**config.mk**
```make
export PLATFORM = sky130hd
export DESIGN_NAME = rtc_pulse_gen
export DESIGN_NICKNAME = d
export VERILOG_FILES = /design/src/rtl/rtc_pkg.sv /design/src/rtl/rtc_rate_decode.sv /design/src/rtl/rtc_divider.sv /design/src/rtl/rtc_regs.sv /design/src/rtl/rtc_pulse_gen.sv
export SDC_FILE = /design/constraint.sdc
export NUM_CORES = 1
export LEC_CHECK = 0
export CAP_MARGIN = 5
export CORE_MARGIN = 4
export CORE_UTILIZATION = 64
export DETAILED_ROUTE_END_ITERATION = 12
export PLACE_DENSITY = 0.86
export SYNTH_ARGS = -nofsm -noshare
export SYNTH_HDL_FRONTEND = slang
export SYNTH_SLANG_ARGS = --single-unit
```
**constraint.sdc**
```tcl
create_clock -name clk -period 16 [get_ports clk]
set_input_delay 3.2 -clock clk [delete_from_list [all_inputs] [get_ports clk]]
set_output_delay 3.2 -clock clk [all_outputs]
set_load 0.1 [all_outputs]
```
**src/rtl/rtc_pkg.sv**
```systemverilog
package rtc_pkg;
  localparam int REG_W = 8;

  typedef enum logic [1:0] {
    SEL_A    = 2'd0,
    SEL_B    = 2'd1,
    SEL_C    = 2'd2,
    SEL_NONE = 2'd3
  } rtc_sel_e;

  localparam logic [REG_W-1:0] RST_A = 8'h26;
  localparam logic [REG_W-1:0] RST_B = 8'h02;

  localparam int B_PIE  = 6;
  localparam int B_SQWE = 3;

  // Codes at or below this value are moved up by REMAP_ADD
  localparam int REMAP_MAX = 2;
  localparam int REMAP_ADD = 7;
endpackage

```
**src/rtl/rtc_rate_decode.sv**
```systemverilog
module rtc_rate_decode #(
  parameter int CODE_W = 4,
  parameter int CNT_W  = 14
) (
  input  logic [CODE_W-1:0] code,
  output logic              nonzero,
  output logic [CNT_W-1:0]  period_m1,
  output logic [CNT_W-1:0]  half_m1
);
  import rtc_pkg::*;

  logic [CODE_W-1:0] eff;
  logic [CNT_W:0]    per_full;
  logic [CNT_W:0]    half_full;

  always_comb begin
    nonzero = (code != '0);
    if (nonzero && (code <= CODE_W'(REMAP_MAX)))
      eff = code + CODE_W'(REMAP_ADD);
    else
      eff = code;
    per_full  = '0;
    half_full = '0;
    if (eff >= CODE_W'(3)) begin
      per_full  = (CNT_W+1)'(1) << (eff - CODE_W'(1));
      half_full = (CNT_W+1)'(1) << (eff - CODE_W'(2));
    end
    period_m1 = CNT_W'(per_full - (CNT_W+1)'(1));
    half_m1   = CNT_W'(half_full - (CNT_W+1)'(1));
  end
endmodule

```
**src/rtl/rtc_divider.sv**
```systemverilog
module rtc_divider #(
  parameter int CNT_W = 14
) (
  input  logic             clk,
  input  logic             rst_n,
  input  logic             tick,
  input  logic             run,
  input  logic             restart,
  input  logic [CNT_W-1:0] period_m1,
  input  logic [CNT_W-1:0] half_m1,
  output logic [CNT_W-1:0] cnt,
  output logic             phase,
  output logic             expire
);
  logic [CNT_W-1:0] cnt_q;
  logic             phase_q;

  assign expire = run && tick && !restart && (cnt_q == period_m1);
  assign cnt    = cnt_q;
  assign phase  = phase_q;

  always_ff @(posedge clk) begin
    if (!rst_n || restart || !run) begin
      cnt_q   <= '0;
      phase_q <= 1'b0;
    end else if (tick) begin
      if (cnt_q == period_m1) begin
        cnt_q   <= '0;
        phase_q <= 1'b0;
      end else begin
        cnt_q <= cnt_q + CNT_W'(1);
        if (cnt_q == half_m1) phase_q <= 1'b1;
      end
    end
  end
endmodule

```
**src/rtl/rtc_regs.sv**
```systemverilog
module rtc_regs #(
  parameter int CODE_W = 4
) (
  input  logic              clk,
  input  logic              rst_n,
  input  logic              wr_en,
  input  logic              rd_en,
  input  logic [1:0]        addr,
  input  logic [7:0]        wdata,
  input  logic              expire,
  output logic [7:0]        rdata,
  output logic [CODE_W-1:0] code,
  output logic              pie,
  output logic              sqwe,
  output logic              irq
);
  import rtc_pkg::*;

  logic [REG_W-1:0] reg_a_q;
  logic [REG_W-1:0] reg_b_q;
  logic [1:0]       flag_q;   // {IRQ flag, periodic flag}

  assign code = reg_a_q[CODE_W-1:0];
  assign pie  = reg_b_q[B_PIE];
  assign sqwe = reg_b_q[B_SQWE];
  assign irq  = flag_q[1];

  always_ff @(posedge clk) begin
    if (!rst_n) begin
      reg_a_q <= RST_A;
      reg_b_q <= RST_B;
    end else if (wr_en) begin
      if (addr == SEL_A) reg_a_q <= wdata;
      if (addr == SEL_B) reg_b_q <= wdata;
    end
  end

  always_ff @(posedge clk) begin
    if (!rst_n)
      flag_q <= 2'b00;
    else if (expire && pie)
      flag_q <= 2'b11;
    else if (rd_en && addr == SEL_C)
      flag_q <= 2'b00;
  end

  always_comb begin
    unique case (addr)
      SEL_A:   rdata = reg_a_q;
      SEL_B:   rdata = reg_b_q;
      SEL_C:   rdata = {flag_q, 6'b0};
      default: rdata = '0;
    endcase
  end
endmodule

```
**src/rtl/rtc_pulse_gen.sv**
```systemverilog
module rtc_pulse_gen #(
  parameter int CODE_W = 4
) (
  input  logic       clk,
  input  logic       rst_n,
  input  logic       tick_32k,
  input  logic       wr_en,
  input  logic       rd_en,
  input  logic [1:0] addr,
  input  logic [7:0] wdata,
  output logic [7:0] rdata,
  output logic       irq,
  output logic       sqw
);
  import rtc_pkg::*;

  localparam int CNT_W = (1 << CODE_W) - 2;

  logic [CODE_W-1:0] code;
  logic              pie, sqwe, nonzero, run, restart, phase, expire;
  logic [CNT_W-1:0]  period_m1, half_m1, div_cnt;

  assign restart = wr_en && (addr == SEL_A || addr == SEL_B);
  assign run     = nonzero && (pie || sqwe);
  assign sqw     = phase && sqwe && run;

  rtc_regs #(.CODE_W(CODE_W)) u_regs (
    .clk(clk), .rst_n(rst_n), .wr_en(wr_en), .rd_en(rd_en), .addr(addr),
    .wdata(wdata), .expire(expire), .rdata(rdata), .code(code), .pie(pie),
    .sqwe(sqwe), .irq(irq)
  );

  rtc_rate_decode #(.CODE_W(CODE_W), .CNT_W(CNT_W)) u_dec (
    .code(code), .nonzero(nonzero), .period_m1(period_m1), .half_m1(half_m1)
  );

  rtc_divider #(.CNT_W(CNT_W)) u_div (
    .clk(clk), .rst_n(rst_n), .tick(tick_32k), .run(run), .restart(restart),
    .period_m1(period_m1), .half_m1(half_m1), .cnt(div_cnt), .phase(phase),
    .expire(expire)
  );
endmodule

```
==> impl_metrics.json, run 1 <==
{
  "synth-compound-area-share_pct": 20.88,
  "critPathMaxFanout": 11,
  "multiInputGateArea_sq_um": 2487,
  "mappedNetlistArea_sq_um": 3302,
  "ys_async_sr_fraction_pct": 0,
  "synth_top_area_share_pct": 19.40,
  "maxSlewViolCount": 0,
  "yosys-mux-area-fraction_pct": 9.549,
  "antenna_cells_inserted": 0,
  "area_taken_by_flip_flops_and_latches_sq_um": 640.6,
  "synth_fp_nets": 431,
  "worst_skew_pair.late_latency_ns": 0.29,
  "cts_setup_buffers": 0,
  "parity_gate_share_of_the_synthesized_area_counting_xor_and_xnor_cells_pct": 12.35,
  "fin_nets": 435,
  "fp.dieH_um": 79.83,
  "vdd_ir_drop_max_uv": 58.50,
  "regToRegEndpoint": "u_regs.flag_q[0]$_SDFFE_PN0P_",
  "drive_above_1_share_pct": 9.662,
  "hold_end": "u_regs.reg_a_q[5]$_SDFFE_PN1P_",
  "wire_length_of_the_first_global_routing_pass_um": 14620,
  "wire_per_inst_um": 18.22,
  "timing.clock.skew_ns": 0.007708,
  "ys.warnings.count": 0,
  "synth_sequential_area_ratio_pct": 19.40,
  "timing.critical_path.max_delay_family": "buffers and inverters",
  "grt_pass1_vias": 2967,
  "detailed_place_hpwl_um": 6370,
  "cpMostUsedCell": "sky130_fd_sc_hd__clkdlybuf4s50_1",
  "ys.flop_type": "sky130_fd_sc_hd__dfxtp_1",
  "yosys-top-cells-count": "32 x sky130_fd_sc_hd__dfxtp_1, 28 x sky130_fd_sc_hd__nand2_1, 27 x sky130_fd_sc_hd__mux2i_1, 27 x sky130_fd_sc_hd__nor2_1, 26 x sky130_fd_sc_hd__xnor2_1",
  "fin_total_pwr_uw": 230.2,
  "ys_seq_elements": 32,
  "synth_area_per_cell_sq_um": 8.073,
  "worst_hold_path_type": "reg2reg",
  "yosys.cell_types.count": 76,
  "critPathLaunchType": "input pin",
  "drt.antenna.violating_nets": 0,
  "num_rows": 25,
  "cellPowerDensity_nw_per_um2": 63.90,
  "numCtsBuffers": 5,
  "pin_count": 25,
  "power_frac_clock_pct": 28.8,
  "report.final.hold_viol_count": 0,
  "dr_total_vias": 3196,
  "synth_instances": 409,
  "cts.root.buffer_cell": "sky130_fd_sc_hd__clkbuf_8",
  "power_leakage_nw": 1.259,
  "tritoncts": "done",
  "worst-endpoint-arrival_ns": 5.51,
  "routed_via_density": 6.644,
  "setup_total_negative_slack_ns": 0,
  "final_min_period_over_clock_period_pct": 54.41,
  "cpMaxStageDelayCell": "sky130_fd_sc_hd__clkdlybuf4s50_1",
  "p_switching_uw": 82.94,
  "fmax_mhz": 114.9,
  "worst_flop_to_flop_path_startpoint": "u_regs.reg_a_q[0]$_SDFFE_PN0P_",
  "post-synth-top-area-cell": "sky130_fd_sc_hd__dfxtp_1",
  "combinationalPowerShare_pct": 34.9,
  "dp_slack_ns": 7.320,
  "r2r_setup_slack_ns": 9.01,
  "cp.required_ns": 12.80,
  "critPathBufInv": 2,
  "timing_worst_setup_path_type": "in2out",
  "slew-limit-headroom_pct": 29.62,
  "ctsResizeCount": 0,
  "cap_viol_max_count": 0,
  "min_period_ns": 8.706,
  "worstPathCellList": "clkdlybuf4s50_1, mux2i_1, o21ai_0, clkdlybuf4s50_1",
  "final_critical_path_setup_slack_ns": 7.294,
  "cts.reportedPaths.clkPinSlew_ns": 0.07,
  "part_of_the_total_power_dissipated_in_sequential_elements_pct": 36.3,
  "pin_count_of_the_biggest_net_entering_global_routing": 28,
  "drc_errors": 0,
  "total_number_of_clock_tree_sinks": 32,
  "synth_adder_area_share_pct": 2.653,
  "worst_hold_path.num_cells": 2,
  "hold_path.startpoint": "u_regs.reg_a_q[5]$_SDFFE_PN1P_",
  "slowest_delay_ns": 1.15,
  "die_area_sq_um": 6372,
  "initial_cell_density_of_the_core_pct": 68.10,
  "core_area_sq_um": 4848,
  "yosys.cell_count.top_type": "sky130_fd_sc_hd__dfxtp_1",
  "report.final.setup_viol": 0,
  "antenna_violations_before_repair": 0,
  "die_w_um": 79.83,
  "tightestPinTransition_ns": 1.051,
  "detailedRoute.firstPassIterationCount": 5,
  "gpl.final_weighted_congestion": 0.9217,
  "grt_setup_unrepaired": "false",
  "cellInternalPower_uw": 147.3,
  "post_synthesis_simple_gate_area_fraction_pct": 29.86,
  "largest_buffer_count_on_any_clock_path": 2,
  "endpoint_kind": "output pin",
  "outcome": "finished, final reports clean",
  "dominant_combinational_cell_family_by_area_after_synthesis": "simple AND/OR/NAND/NOR gates",
  "depth_of_the_worst_register_to_register_path": 18,
  "port_buffers": 24,
  "starting_drt_drc_count": 334,
  "grt.overflow.total": 0,
  "power.share.switching_pct": 36.03,
  "synthToLayoutAreaGrowth_pct": 9.094,
  "cts-htree-levels": 2,
  "post_synth_edffs": 0,
  "wl_um": 8763,
  "cts.hold.buffers_added": 0,
  "number_of_fill_cells": 393,
  "yosys-top-cells-area": "sky130_fd_sc_hd__dfxtp_1 19%, sky130_fd_sc_hd__mux2i_1 8.2%, sky130_fd_sc_hd__xnor2_1 6.9%",
  "grt_usage_pct": 29.06
}
## per-layer routing
metal / up-vias / GRT usage, % / share of wire, %
met5: - / 0 / 0
met4: 0 / 10.30 / 2.0
met3: 19 / 3.499 / 6.5
met2: 154 / 46.91 / 47
met1: 1497 / 39.74 / 44
li1: 1526 / - / -
## power by group through the flow
stage	clock [mW]	sequential (mW)	combinational [mW]
after detailed placement	0	0.0853	0.0780
final	0.0663	0.0836	0.0803
after CTS	0.0669	0.0835	0.0789
after global routing	0.0714	0.0839	0.0867
after floorplan	0	0.0837	0.0631
after global placement	0	0.0853	0.0762
## cell usage in the layout, fill, tap and decap left out, types with 3 or more instances in the layout
cell,n
sky130_fd_sc_hd__nor3_2,11
sky130_fd_sc_hd__o211a_1,3
sky130_fd_sc_hd__nand4_1,9
sky130_fd_sc_hd__mux2i_1,27
sky130_fd_sc_hd__nor4b_1,3
sky130_fd_sc_hd__clkbuf_8,6
sky130_fd_sc_hd__o31ai_1,4
sky130_fd_sc_hd__clkdlybuf4s50_1,24
sky130_fd_sc_hd__a21o_1,4
sky130_fd_sc_hd__nand2b_1,5
sky130_fd_sc_hd__ha_1,7
sky130_fd_sc_hd__nor3_1,13
sky130_fd_sc_hd__nor2b_1,17
sky130_fd_sc_hd__nor2_1,27
sky130_fd_sc_hd__o21ai_1,3
sky130_fd_sc_hd__o211ai_1,7
sky130_fd_sc_hd__xor2_1,18
sky130_fd_sc_hd__nand3_1,14
sky130_fd_sc_hd__o21a_1,4
sky130_fd_sc_hd__inv_1,7
sky130_fd_sc_hd__nand2_1,28
sky130_fd_sc_hd__nor4_1,9
sky130_fd_sc_hd__and3_1,7
sky130_fd_sc_hd__xnor2_1,26
sky130_fd_sc_hd__buf_4,3
sky130_fd_sc_hd__dfxtp_1,32
sky130_fd_sc_hd__a21oi_1,10
sky130_fd_sc_hd__o21ai_0,16
sky130_fd_sc_hd__nor3b_1,3
sky130_fd_sc_hd__or3_1,3
sky130_fd_sc_hd__mux2_2,4
sky130_fd_sc_hd__a211oi_1,3
sky130_fd_sc_hd__a31oi_1,4
## registers in the layout, summed over array words and instances (netlist names)
| signal | flops |
|---|---|
| u_div.cnt | 14 |
| u_regs.flag_q | 1 |
| u_div.phase | 1 |
| u_regs.reg_b_q | 8 |
| u_regs.reg_a_q | 8 |
## how the worst max path moves through the flow
stage | startpoint | endpoint | slack, ns | cells after the start
2_1_floorplan | addr[0] | rdata[6] | 6.95 | 3
3_3_place_gp | addr[0] | rdata[7] | 7.37 | 4
3_5_place_dp | addr[0] | rdata[7] | 7.32 | 4
4_1_cts | addr[0] | rdata[7] | 7.28 | 4
5_1_grt | addr[0] | rdata[7] | 7.18 | 4
6_report | addr[0] | rdata[7] | 7.29 | 4
## layout make-up
cell class	instances	area share, %
Multi-Input combinational cell	338	69.05
Inverter	9	0.9378
Clock inverter	1	0.2084
Timing Repair Buffer	27	7.294
Sequential cell	32	17.78
Tap cell	67	2.327
Clock buffer	7	2.397
## metrics by stage
| stage | cell area, sq um | utilization [%] | hold slack (ns) | cells |
|---|---|---|---|---|
| after floorplan | 3302 | - | 0.4408 | 409 |
| after global placement | 3508 | 72.36 | 0.4613 | 473 |
| after detailed placement | 3508 | 72.36 | 0.4709 | 473 |
| after CTS | 3602 | 74.30 | 0.4884 | 481 |
| after global routing | 3602 | 74.30 | 0.5392 | 481 |
| final | 3602 | 74.30 | 0.4835 | 481 |
## cell families after synthesis
family                     after synthesis
DFF                                     32
AOI/OAI and AO/OA                       90
and+or+nand+nor                        165
xor gates and xnor gates                45
muxes                                   31
adders and majority gates                7
buffers and inverters                   39
## worst reg2reg max path: stages (launching register included)
cell and delay, ns:
sky130_fd_sc_hd__dfxtp_1 0.75, sky130_fd_sc_hd__inv_1 0.27, sky130_fd_sc_hd__ha_1 0.38, sky130_fd_sc_hd__nor4_1 0.58
sky130_fd_sc_hd__a21o_1 0.59, sky130_fd_sc_hd__inv_2 0.31, sky130_fd_sc_hd__ha_1 0.41, sky130_fd_sc_hd__nor4b_1 0.22
sky130_fd_sc_hd__or4b_1 0.57, sky130_fd_sc_hd__nand2_1 0.11, sky130_fd_sc_hd__nand3_1 0.09, sky130_fd_sc_hd__ha_1 0.33
sky130_fd_sc_hd__xor2_1 0.19, sky130_fd_sc_hd__nand2_1 0.07, sky130_fd_sc_hd__mux2_2 0.29, sky130_fd_sc_hd__a2111oi_4 0.37
sky130_fd_sc_hd__nand4_2 0.19, sky130_fd_sc_hd__nor4b_4 0.94, sky130_fd_sc_hd__a31o_1 0.25
Power figures use the tool's default switching activity.
==> inputs of run 2 (changes only) <==
--- a/config.mk
+++ b/config.mk
@@ -7,9 +7,9 @@
 export LEC_CHECK = 0
 export CAP_MARGIN = 5
 export CORE_MARGIN = 4
-export CORE_UTILIZATION = 64
+export CORE_UTILIZATION = 54
 export DETAILED_ROUTE_END_ITERATION = 12
-export PLACE_DENSITY = 0.86
+export PLACE_DENSITY = 0.77
 export SYNTH_ARGS = -nofsm -noshare
 export SYNTH_HDL_FRONTEND = slang
 export SYNTH_SLANG_ARGS = --single-unit
==> constraint.sdc (replaced) <==
create_clock -name clk -period 7.87 [get_ports clk]
set_input_delay 1.574 -clock clk [delete_from_list [all_inputs] [get_ports clk]]
set_output_delay 1.574 -clock clk [all_outputs]
set_load 0.1 [all_outputs]
==> run 2 against run 1 <==
Compared with the run above: total power grew 110%; flip-flop and latch count unchanged; worst hold slack got worse by 0.0049 ns; cell count increased by 1.7%; setup slack worse by 6.1 ns; sequential share of layout area is 0.11 points lower; largest cell class unchanged.
==> impl_metrics.json, run 2 (synthesized netlist as in run 1, its figures left out) <==
{
  "min_period_ns": 6.645,
  "regToRegEndpoint": "u_regs.flag_q[0]$_SDFFE_PN0P_",
  "power_frac_clock_pct": 31.9,
  "timing_worst_setup_path_type": "reg2reg",
  "antenna_cells_inserted": 0,
  "num_rows": 28,
  "hold_path.startpoint": "u_regs.reg_a_q[5]$_SDFFE_PN1P_",
  "numCtsBuffers": 5,
  "drc_errors": 0,
  "layout_common_cells": "32 x sky130_fd_sc_hd__dfxtp_1, 28 x sky130_fd_sc_hd__nand2_1, 27 x sky130_fd_sc_hd__nor2_1, 27 x sky130_fd_sc_hd__mux2i_1, 26 x sky130_fd_sc_hd__xnor2_1",
  "largest_buffer_count_on_any_clock_path": 2,
  "drt.antenna.violating_nets": 0,
  "r2r_setup_slack_ns": 1.22,
  "die_area_sq_um": 7430,
  "power.share.switching_pct": 34.04,
  "multiInputGateArea_sq_um": 2486,
  "detailed_place_hpwl_um": 6533,
  "cp.required_ns": 8.09,
  "part_of_the_total_power_dissipated_in_sequential_elements_pct": 35.0,
  "wire_per_inst_um": 17.75,
  "cts.root.buffer_cell": "sky130_fd_sc_hd__clkbuf_8",
  "pin_count_of_the_biggest_net_entering_global_routing": 28,
  "report.final.hold_viol_count": 0,
  "worst_skew_pair.late_latency_ns": 0.29,
  "grt.overflow.total": 0,
  "report.final.setup_viol": 0,
  "cellInternalPower_uw": 322.9,
  "core_area_sq_um": 5921,
  "slew-limit-headroom_pct": 30.70,
  "worst_hold_path_type": "reg2reg",
  "combinationalPowerShare_pct": 33.1,
  "grt_setup_unrepaired": "false",
  "maxSlewViolCount": 0,
  "total_number_of_clock_tree_sinks": 32,
  "mostFrequentLayoutCell": "sky130_fd_sc_hd__dfxtp_1",
  "port_buffers": 24,
  "ctsResizeCount": 0,
  "cts-htree-levels": 2,
  "critPathLaunchType": "flop",
  "cap_viol_max_count": 0,
  "timing.clock.skew_ns": 0.01273,
  "timing.critical_path.to": "u_regs.flag_q[0]$_SDFFE_PN0P_",
  "vdd_ir_drop_max_uv": 129.1,
  "cts.hold.buffers_added": 0,
  "cts.reportedPaths.clkPinSlew_ns": 0.07,
  "power_leakage_nw": 1.270,
  "p_switching_uw": 166.7,
  "timing.critical_path.from": "u_regs.reg_a_q[0]$_SDFFE_PN0P_",
  "number_of_fill_cells": 580,
  "endpoint_kind": "flop",
  "cts_setup_buffers": 0,
  "wl_um": 8680,
  "gpl.final_weighted_congestion": 0.9310,
  "fin_nets": 435,
  "area_taken_by_flip_flops_and_latches_sq_um": 640.6,
  "grt_usage_pct": 23.98,
  "dr_total_vias": 3159,
  "die_w_um": 86.20,
  "largest_register_ffs": 14,
  "cellPowerDensity_nw_per_um2": 135.1,
  "synthToLayoutAreaGrowth_pct": 9.777,
  "depth_of_the_worst_register_to_register_path": 18,
  "routed_via_density": 6.460,
  "outcome": "finished, final reports clean",
  "critPathMaxFanout": 20,
  "fmax_mhz": 150.5,
  "pin_count": 25,
  "setup_total_negative_slack_ns": 0,
  "initial_cell_density_of_the_core_pct": 55.77,
  "worst_flop_to_flop_path_startpoint": "u_regs.reg_a_q[0]$_SDFFE_PN0P_",
  "tightestPinTransition_ns": 1.035,
  "wire_length_of_the_first_global_routing_pass_um": 14350,
  "fp.dieH_um": 86.20,
  "final_min_period_over_clock_period_pct": 84.44,
  "tritoncts": "done",
  "final.hold.worst_slack_ns": 0.4786,
  "grt_pass1_vias": 2897,
  "worst-endpoint-arrival_ns": 6.87,
  "antenna_violations_before_repair": 0,
  "detailedRoute.firstPassIterationCount": 6,
  "starting_drt_drc_count": 355,
  "post-route-util_pct": 61.22,
  "drive_above_1_share_pct": 9.662
}
[run 2: worst min-delay path by stage]
stage                                endpoint  depth (start not counted)
2_1_floorplan  u_regs.reg_a_q[5]$_SDFFE_PN1P_                          2
3_3_place_gp   u_regs.reg_a_q[5]$_SDFFE_PN1P_                          2
3_5_place_dp   u_regs.reg_a_q[5]$_SDFFE_PN1P_                          2
4_1_cts        u_regs.reg_a_q[5]$_SDFFE_PN1P_                          2
5_1_grt        u_regs.reg_b_q[1]$_SDFFE_PN1P_                          2
6_report       u_regs.reg_a_q[5]$_SDFFE_PN1P_                          2
[run 2: critical path: stages (launching register included)]
cell,delay (ns)
sky130_fd_sc_hd__dfxtp_1,0.70
sky130_fd_sc_hd__inv_1,0.23
sky130_fd_sc_hd__ha_1,0.37
sky130_fd_sc_hd__nor4_1,0.52
sky130_fd_sc_hd__a21o_1,0.54
sky130_fd_sc_hd__inv_2,0.28
sky130_fd_sc_hd__ha_1,0.38
sky130_fd_sc_hd__nor4b_1,0.21
sky130_fd_sc_hd__or4b_1,0.57
sky130_fd_sc_hd__nand2_1,0.10
sky130_fd_sc_hd__nand3_1,0.08
sky130_fd_sc_hd__ha_1,0.30
sky130_fd_sc_hd__xor2_1,0.18
sky130_fd_sc_hd__nand2_1,0.07
sky130_fd_sc_hd__mux2_2,0.30
sky130_fd_sc_hd__a2111oi_4,0.33
sky130_fd_sc_hd__nand4_2,0.21
sky130_fd_sc_hd__nor4b_4,0.94
sky130_fd_sc_hd__a31o_1,0.25
[run 2: through the flow]
step | setup slack [ns] | total power [mW] | cells | area, sq um
after floorplan | 2.074 | 0.2985 | 409 | 3302
after global placement | 1.528 | 0.3307 | 481 | 3517
after detailed placement | 1.298 | 0.3333 | 481 | 3517
after CTS | 1.248 | 0.4889 | 489 | 3625
after global routing | 0.6038 | 0.5111 | 489 | 3625
final | 1.225 | 0.4896 | 489 | 3625
[run 2: cell type report]
type                       instances  area share, %
clock inverter                     2         0.9665
multi-input combinational        338          68.59
timing repair buffer              27          7.249
sequential                        32          17.67
inverter                           9         0.9320
tap                               75          2.589
clock buffer                       6          2.002
[run 2: power groups by stage]
stage | logic (mW) | registers (mW) | clock network [mW]
final | 0.162 | 0.172 | 0.156
after CTS | 0.160 | 0.171 | 0.158
after global placement | 0.156 | 0.175 | 0
after detailed placement | 0.158 | 0.175 | 0
after floorplan | 0.128 | 0.170 | 0
after global routing | 0.174 | 0.172 | 0.165
[run 2: metal layers]
metal / vias up / share of wire [%] / global-route usage (%) / wire (um)
met5: - / 0 / 0 / 0
li1: 1524 / - / - / -
met3: 33 / 5.8 / 4.183 / 504
met2: 118 / 45 / 37.49 / 3927
met4: 0 / 3.2 / 8.215 / 279
met1: 1484 / 46 / 33.33 / 3968
==> inputs of run 3 (changes only) <==
==> constraint.sdc (replaced) <==
create_clock -name clk -period 5.9 [get_ports clk]
set_input_delay 1.18 -clock clk [delete_from_list [all_inputs] [get_ports clk]]
set_output_delay 1.18 -clock clk [all_outputs]
set_load 0.1 [all_outputs]
==> run 3 against run 2 <==
Compared with the run above: core utilization up 0.51 points; non-clock buffer count up 5; via count up 1.7%; highest routed layer unchanged; sequential share of layout area down 0.15 points; register-to-register slack worse by 0.68 ns; routed wire length up 3.3%; count of clock-buffer cells in the layout unchanged; setup slack worse by 0.68 ns; final area up 0.83%; cell count up 1.0%.
==> impl_metrics.json, run 3 (synthesized netlist as in run 1, its figures left out) <==
{
  "worst_hold_path_type": "reg2reg",
  "ctsResizeCount": 0,
  "tritoncts": "done",
  "gpl.final_weighted_congestion": 0.9450,
  "final_min_period_over_clock_period_pct": 90.71,
  "routed_via_density": 6.506,
  "timing.clock.skew_ns": 0.007415,
  "die_w_um": 86.20,
  "cap_viol_max_count": 0,
  "grt.overflow.total": 0,
  "p_switching_uw": 219.5,
  "cts_setup_buffers": 0,
  "fmax_mhz": 186.9,
  "antenna_violations_before_repair": 0,
  "drc_errors": 0,
  "final_critical_path_setup_slack_ns": 0.5481,
  "wl_um": 8963,
  "vdd_ir_drop_max_uv": 151.1,
  "starting_drt_drc_count": 392,
  "maxSlewViolCount": 0,
  "dr_total_vias": 3214,
  "setup_total_negative_slack_ns": 0,
  "report.final.setup_viol": 0,
  "wire_per_inst_um": 18.14,
  "pin_count_of_the_biggest_net_entering_global_routing": 28,
  "pin_count": 25,
  "num_rows": 28,
  "part_of_the_total_power_dissipated_in_sequential_elements_pct": 34.9,
  "fin_total_pwr_uw": 652.0,
  "port_buffers": 24,
  "combinationalPowerShare_pct": 33.5,
  "worst_skew_pair.late_latency_ns": 0.29,
  "grt_pass1_vias": 3008,
  "wire_length_of_the_first_global_routing_pass_um": 15130,
  "detailed_place_hpwl_um": 6475,
  "mostFrequentLayoutCell": "sky130_fd_sc_hd__dfxtp_1",
  "numCtsBuffers": 5,
  "die_area_sq_um": 7430,
  "fp.dieH_um": 86.20,
  "power_frac_clock_pct": 31.6,
  "layout_common_cells": "32 x sky130_fd_sc_hd__dfxtp_1, 28 x sky130_fd_sc_hd__nand2_1, 27 x sky130_fd_sc_hd__nor2_1, 27 x sky130_fd_sc_hd__mux2i_1, 26 x sky130_fd_sc_hd__xnor2_1",
  "cts.hold.buffers_added": 0,
  "worst-endpoint-arrival_ns": 5.53,
  "largest_register_ffs": 14,
  "grt_setup_unrepaired": "false",
  "antenna_cells_inserted": 0,
  "cts.reportedPaths.clkPinSlew_ns": 0.07,
  "report.final.hold_viol_count": 0,
  "cellPowerDensity_nw_per_um2": 178.4,
  "timing_worst_setup_path_type": "reg2reg",
  "core_area_sq_um": 5921,
  "drive_above_1_share_pct": 11.46,
  "tightestPinTransition_ns": 0.9791,
  "cp.required_ns": 6.08,
  "r2r_setup_slack_ns": 0.55,
  "initial_cell_density_of_the_core_pct": 55.77,
  "power.share.switching_pct": 33.67,
  "endpoint_kind": "flop",
  "largest_buffer_count_on_any_clock_path": 2,
  "cts.root.buffer_cell": "sky130_fd_sc_hd__clkbuf_8",
  "min_period_ns": 5.352,
  "critPathLaunchType": "flop",
  "cts-htree-levels": 2,
  "slew-limit-headroom_pct": 34.52,
  "detailedRoute.firstPassIterationCount": 6,
  "cellInternalPower_uw": 432.5,
  "drt.antenna.violating_nets": 0,
  "synthToLayoutAreaGrowth_pct": 10.69,
  "fin_nets": 440,
  "dp_slack_ns": 0.6039,
  "critPathMaxFanout": 15,
  "outcome": "finished, final reports clean",
  "power_leakage_nw": 1.301,
  "grt_usage_pct": 25.09,
  "final.hold.worst_slack_ns": 0.4808,
  "total_number_of_clock_tree_sinks": 32
}
## run 3: changes by cell type in the layout (fill, tap and decap cells not counted), sizes merged
cell,before,now
buf,3,11
clkdlybuf4s50,24,21
## run 3: power by group through the flow
stage          logic [mW]  clock network (mW)  registers [mW]
2_1_floorplan       0.171                   0           0.227
3_3_place_gp        0.210                   0           0.232
3_5_place_dp        0.213                   0           0.232
4_1_cts             0.215               0.210           0.227
5_1_grt             0.237               0.221           0.228
6_report            0.218               0.206           0.228
## run 3: path summary, 6_finish.rpt
path                                                     start                             end  depth (start not counted)
worst max-delay path            u_regs.reg_a_q[1]$_SDFFE_PN1P_   u_regs.flag_q[0]$_SDFFE_PN0P_                         19
worst min-delay path            u_regs.reg_a_q[5]$_SDFFE_PN1P_  u_regs.reg_a_q[5]$_SDFFE_PN1P_                          2
worst max register to register  u_regs.reg_a_q[1]$_SDFFE_PN1P_   u_regs.flag_q[0]$_SDFFE_PN0P_                         19
worst min register to register  u_regs.reg_a_q[5]$_SDFFE_PN1P_  u_regs.reg_a_q[5]$_SDFFE_PN1P_                          2
## run 3: through the flow
stage	instance area, sq um	std cells	util, %
3_3_place_gp	3547	486	59.91
6_report	3655	494	61.73
5_1_grt	3655	494	61.73
4_1_cts	3655	494	61.73
3_5_place_dp	3547	486	59.91
2_1_floorplan	3302	409	-
## run 3: critical path: stages (launching register included)
cell                       delay [ns]
sky130_fd_sc_hd__dfxtp_1         0.67
sky130_fd_sc_hd__inv_1           0.15
sky130_fd_sc_hd__ha_1            0.32
sky130_fd_sc_hd__or4b_4          0.54
sky130_fd_sc_hd__a21o_1          0.22
sky130_fd_sc_hd__inv_2           0.06
sky130_fd_sc_hd__ha_1            0.31
sky130_fd_sc_hd__nor4b_1         0.55
sky130_fd_sc_hd__or4b_1          0.27
sky130_fd_sc_hd__nand2_1         0.07
sky130_fd_sc_hd__nand3_1         0.10
sky130_fd_sc_hd__ha_1            0.20
sky130_fd_sc_hd__nand2_1         0.08
sky130_fd_sc_hd__nor3_2          0.35
sky130_fd_sc_hd__a21boi_0        0.19
sky130_fd_sc_hd__o21bai_1        0.20
sky130_fd_sc_hd__a221oi_1        0.46
sky130_fd_sc_hd__nor4b_4         0.08
sky130_fd_sc_hd__buf_4           0.22
sky130_fd_sc_hd__a31o_1          0.22
## run 3: per-layer routing
| layer | track usage [%] | share of wire (%) |
|---|---|---|
| met5 | 0 | 0 |
| met4 | 9.065 | 2.7 |
| met3 | 2.662 | 6.4 |
| met2 | 37.98 | 46 |
| met1 | 36.76 | 45 |
## run 3: area by class of cell
cell class              count  area (sq um)
multi-input cells         338          2486
clock inverters             2         35.03
clock buffers               6         72.57
fillers                   543          2266
repair buffers             32         292.8
inverters                   9         33.78
well taps                  75         93.84
flip-flops and latches     32         640.6
